==> config.mk <==
export PLATFORM = sky130hd
export DESIGN_NAME = tap_ctrl
export DESIGN_NICKNAME = d
export VERILOG_FILES = /design/src/rtl/tap_ctrl.sv
export SDC_FILE = /design/constraint.sdc
export NUM_CORES = 1
export LEC_CHECK = 0
export ABC_AREA = 1
export BUFFER_PORTS_ARGS = -buffer_cell sky130_fd_sc_hd__buf_2
export CAP_MARGIN = 20
export CELL_PAD_IN_SITES_DETAIL_PLACEMENT = 1
export CELL_PAD_IN_SITES_GLOBAL_PLACEMENT = 2
export CORE_ASPECT_RATIO = 1.5
export CORE_MARGIN = 1.5
export CORE_UTILIZATION = 32
export CTS_CLUSTER_DIAMETER = 60
export CTS_CLUSTER_SIZE = 30
export DETAILED_ROUTE_END_ITERATION = 12
export GPL_TIMING_DRIVEN = 1
export PLACE_DENSITY = 0.74
export SLEW_MARGIN = 10
export SYNTH_ARGS = -nofsm -noshare
export SYNTH_HDL_FRONTEND = slang
export SYNTH_SLANG_ARGS = --single-unit
==> constraint.sdc <==
create_clock -name tck -period 1.4 [get_ports tck]
set_input_delay 0.07 -clock tck [delete_from_list [all_inputs] [get_ports tck]]
set_output_delay 0.07 -clock tck [all_outputs]
set_load 0.005 [all_outputs]
==> src/rtl/tap_ctrl.sv <==
`timescale 1ns/1ps
module tap_ctrl #(
  parameter int NIN  = 3,
  parameter int NOUT = 2
) (
  input  logic            tck,
  input  logic            por_n,
  input  logic            tms,
  input  logic            tdi,
  output logic            tdo,
  output logic            tdo_en,
  input  logic            gts,
  input  logic [NIN-1:0]  pin_in,
  input  logic [NOUT-1:0] core_out,
  input  logic [NOUT-1:0] core_oe,
  output logic [NOUT-1:0] pin_out,
  output logic [NOUT-1:0] pin_oe
);
  localparam int BLEN = NIN + 2*NOUT;
  localparam logic [2:0] OP_EXTEST = 3'b000;
  localparam logic [2:0] OP_SAMPLE = 3'b001;
  localparam logic [2:0] OP_BYPASS = 3'b111;
  localparam logic [2:0] IR_CAPT   = 3'b101;

  typedef enum logic [3:0] {
    EX2_DR = 4'h0, EX1_DR = 4'h1, SH_DR  = 4'h2, PAU_DR = 4'h3,
    SEL_IR = 4'h4, UPD_DR = 4'h5, CAP_DR = 4'h6, SEL_DR = 4'h7,
    EX2_IR = 4'h8, EX1_IR = 4'h9, SH_IR  = 4'hA, PAU_IR = 4'hB,
    RTI    = 4'hC, UPD_IR = 4'hD, CAP_IR = 4'hE, TLR    = 4'hF
  } st_t;

  st_t st, st_nx;
  logic [2:0]      ir, ir_sr;
  logic            byp;
  logic [BLEN-1:0] bsr, bcap;
  logic [NOUT-1:0] upd_out, upd_oe;

  always_comb begin
    case (st)
      TLR:     st_nx = tms ? TLR    : RTI;
      RTI:     st_nx = tms ? SEL_DR : RTI;
      SEL_DR:  st_nx = tms ? SEL_IR : CAP_DR;
      CAP_DR:  st_nx = tms ? EX1_DR : SH_DR;
      SH_DR:   st_nx = tms ? EX1_DR : SH_DR;
      EX1_DR:  st_nx = tms ? UPD_DR : PAU_DR;
      PAU_DR:  st_nx = tms ? EX2_DR : PAU_DR;
      EX2_DR:  st_nx = tms ? UPD_DR : SH_DR;
      UPD_DR:  st_nx = tms ? SEL_DR : RTI;
      SEL_IR:  st_nx = tms ? TLR    : CAP_IR;
      CAP_IR:  st_nx = tms ? EX1_IR : SH_IR;
      SH_IR:   st_nx = tms ? EX1_IR : SH_IR;
      EX1_IR:  st_nx = tms ? UPD_IR : PAU_IR;
      PAU_IR:  st_nx = tms ? EX2_IR : PAU_IR;
      EX2_IR:  st_nx = tms ? UPD_IR : SH_IR;
      UPD_IR:  st_nx = tms ? SEL_DR : RTI;
      default: st_nx = TLR;
    endcase
  end

  wire [2:0] instr     = (st == TLR) ? OP_BYPASS : ir;
  wire       extest    = (instr == OP_EXTEST);
  wire       bscan_sel = extest || (instr == OP_SAMPLE);

  always_comb begin
    bcap = '0;
    bcap[NIN-1:0] = pin_in;
    for (int j = 0; j < NOUT; j++) begin
      bcap[NIN+2*j]   = pin_out[j];
      bcap[NIN+2*j+1] = pin_oe[j];
    end
  end

  always_ff @(posedge tck or negedge por_n) begin
    if (!por_n) begin
      st      <= TLR;
      ir      <= OP_BYPASS;
      ir_sr   <= '0;
      byp     <= 1'b0;
      bsr     <= '0;
      upd_out <= '0;
      upd_oe  <= '0;
    end else begin
      st <= st_nx;
      if (st == TLR)         ir <= OP_BYPASS;
      else if (st == UPD_IR) ir <= ir_sr;
      if (st == CAP_IR)      ir_sr <= IR_CAPT;
      else if (st == SH_IR)  ir_sr <= {tdi, ir_sr[2:1]};
      if (st == CAP_DR)      byp <= 1'b0;
      else if (st == SH_DR)  byp <= tdi;
      if (bscan_sel) begin
        if (st == CAP_DR)     bsr <= bcap;
        else if (st == SH_DR) bsr <= {tdi, bsr[BLEN-1:1]};
        else if (st == UPD_DR) begin
          for (int j = 0; j < NOUT; j++) begin
            upd_out[j] <= bsr[NIN+2*j];
            upd_oe[j]  <= bsr[NIN+2*j+1];
          end
        end
      end
    end
  end

  always_ff @(negedge tck or negedge por_n) begin
    if (!por_n) begin
      tdo    <= 1'b0;
      tdo_en <= 1'b0;
    end else begin
      tdo    <= (st == SH_IR) ? ir_sr[0] : (bscan_sel ? bsr[0] : byp);
      tdo_en <= (st == SH_IR) || (st == SH_DR);
    end
  end

  assign pin_out = extest ? upd_out : core_out;
  assign pin_oe  = extest ? upd_oe  : (gts ? '0 : core_oe);
endmodule


==> results.md <==
* Status: complete, but fails checks
* Failing checks: negative setup slack
* Skew-Pair Late Insertion Delay at 290 ps
* Synthesized area at 1280 sq um
* Antenna diode count at 0
* Worst setup path category: reg -> reg
* First-pass GRT wire length at 6820 um
* RSZ-0062 raised after global routing: yes
* Initial core utilization at 32.9%
* CTS tree: done
* Relative slew slack at 75.8%
* Vias after detailed routing at 1,418
* H-tree levels at 1
* Fin util at 56.9%
* Gpl congestion at 0.855
* Largest net degree at the start of global routing at 15
* Most common cell after layout, fill and taps aside: nand2_1
* I/O Pins at 18
* Core ar. at 3890 sq um
* Int Pwr at 2690 uW
* First drt pass iteration count at 4
* CP cell instances: nand2_2 > inv_2 > nand2_4 > nand2_4 > a21oi_2 > o21ai_1 > o21ai_1
* CP arrival at 1310 ps
* Initial DRC count at 21
* Crit. End Element: flip-flop
* Hold Slack at 30.7 ps
* WL final at 4760 um
* Leakage power at 0.00108 uW
* Most frequent cells in the layout: nand2_1 (28), buf_4 (27), buf_6 (23)
* Die Wd at 54.6 um
* # setup viols final at 23
* Antenna violations before repair at 0
* Site row count at 28
* Synth Warn # at 0
* Clock Tree Buf Depth at 2
* Post-layout nets at 246
* Mean Syn Cell Area at 7.93 sq um
* Stages on worst setup path at 7
* Worst slack, placed at -477 ps
* Syn Inst Count at 161
* Post-DR wirelength/cell at 17.1 um
* CTS Buf Count at 3
* Max-slew violation count at 0
* CP max stage delay at 580 ps
* Setup_tns at -5270 ps
* Chip height at 80.4 um
* Cell family contributing the most delay on the critical path: flip-flops
* MaxCap Viol Count at 0
* Cells on Worst Hold Path at 3
* Area delta synth->final at 73.2%
* Die ar. at 4390 sq um
* Post-route DRC violation count at 0
* Pwr dens at 2050 nW/um^2
* Synth top area share at 29.4%
* Hold Vio Cnt, Final at 0
* Switch share at 40.6%
* GR Overflow Total at 0
* Seq/Total Area, Yosys at 47.7%
* Final Cell Area at 2210 sq um
* Post-synth top area cell: dfrtp_1
* Worst Setup Slack, final at -477 ps
* Sink Count at 24
* Maximum VDD drop at 1080 uV
* Post-synth cell types at 25
* Startpoint types: flip-flop
* Vias in the first global route at 1,487
* CTS root buffer: clkbuf_8
* Clock-pin slew on the worst setup and hold paths at 90 ps
* CP max-delay cell: dfstp_2
* Routed Antenna Nets at 0
* Worst path required time at 840 ps
* Register bit total from synthesis at 24
* Sequential share of power at 28.6%
* DR vias/cell at 5.10
* Clock Power Share at 14.1%
* Worst-Margin Slew at 362 ps
* Fillers at 447
* Crit path buffers/inverters at 1
* CP max FO at 3
* Syn nets at 173
* Dpl hpwl at 3060 um
* Tot GR Track Use at 21.6%
* PortBufs at 17
* Hold Crit Class: in -> reg
* Placed cell area at 1640 sq um
* Sw power at 1840 uW
* Skew final at 12.0 ps
* Comb pwr share at 57.3%
* Top cells by area, synth: dfrtp_1 (29%), dfstp_2 (14%), nand2_1 (14%)
* R2R cell count at 7
* Layout cells sized above 1 at 60.1%
[synth_stat cells]
| cell | number |
|---|---|
| a22oi_1 | 3 |
| inv_1 | 21 |
| nand2_2 | 1 |
| nand2_1 | 48 |
| nand3_2 | 1 |
| a32oi_1 | 3 |
| nand4_1 | 6 |
| a31oi_1 | 1 |
| dfrtp_1 | 15 |
| and2_1 | 1 |
| a21oi_1 | 8 |
| o211ai_1 | 1 |
| dfrtn_1 | 2 |
| inv_2 | 4 |
| o21ai_0 | 7 |
| nor2_2 | 4 |
| dfstp_2 | 7 |
| o2111ai_1 | 1 |
| nand3_4 | 2 |
| nor2_1 | 12 |
| nand2_4 | 1 |
| o21a_1 | 2 |
| buf_6 | 1 |
| o21ai_1 | 1 |
| nand3_1 | 8 |
[logic make-up after synthesis]
family	count (synthesis)	synth area share, %
and+or+nand+nor	84	31.0
DFF	24	47.7
AOI/OAI and AO/OA	27	13.0
buffers and inverters	26	8.23
[stage by stage]
step	power, uW	cells
global placement	2850	252
detailed placement	2920	252
CTS	4020	267
finish	4530	278
floorplan	2130	161
global route	4790	278
[final cells by class]
type	count	area [sq um]	share of cell area [%]
clock buffer	3	41.3	1.87
clock inverter	1	30.0	1.36
inverter	25	104	4.69
multi-input combinational	111	785	35.5
sequential	24	609	27.5
tap	45	56.3	2.55
timing repair buffer	69	587	26.5
[tightest hold or removal path, cell delays in order]
cell,delay (ps)
buf_2,70
o211ai_1,80
nand2_1,60
[power by group through the flow]
stage	logic, uW	clock network, uW	registers (uW)
after floorplan	859	0	1270
after global placement	1590	0	1260
after detailed placement	1640	0	1280
after CTS	2090	645	1290
after global routing	2780	674	1340
final	2600	637	1300
[final timing paths]
check                                         from                    to  slack [ps]
worst min-delay path                     pin_in[2]    bsr[2]$_DFFE_PN0P_          30
worst max register to register     st[1]$_DFF_PN1_         tdo$_DFF_NN0_        -480
max in group asynchronous                    por_n      tdo_en$_DFF_NN0_         310
min in group asynchronous                    por_n  ir_sr[0]$_DFFE_PN0N_         220
worst max-delay path               st[1]$_DFF_PN1_         tdo$_DFF_NN0_        -480
worst min register to register  bsr[5]$_DFFE_PN0P_    bsr[5]$_DFFE_PN0P_         490
[sequential cells by signal (all words and copies together), names as in the netlist]
signal / count
tdo: 1
ir_sr: 3
ir: 3
byp: 1
upd_oe: 2
tdo_en: 1
bsr: 7
st: 4
upd_out: 2
[timing repair]
item	in CTS	in global routing
buffers inserted	12	13
hold buffers	1	0
resized for setup	42	53
pin swaps	13	14
endpoints found under the hold margin	11	0
endpoints found under the setup margin	22	25
[metal layers]
metal  routed length, um  GRT usage [%]  vias to the layer above
li1                    -              -                      670
met2                2820           40.6                       22
met3                 100           2.97                        9
met5                   0              0                        -
met4                 110           8.25                        0
met1                1720           22.7                      717
Power figures use the tool's default switching activity.
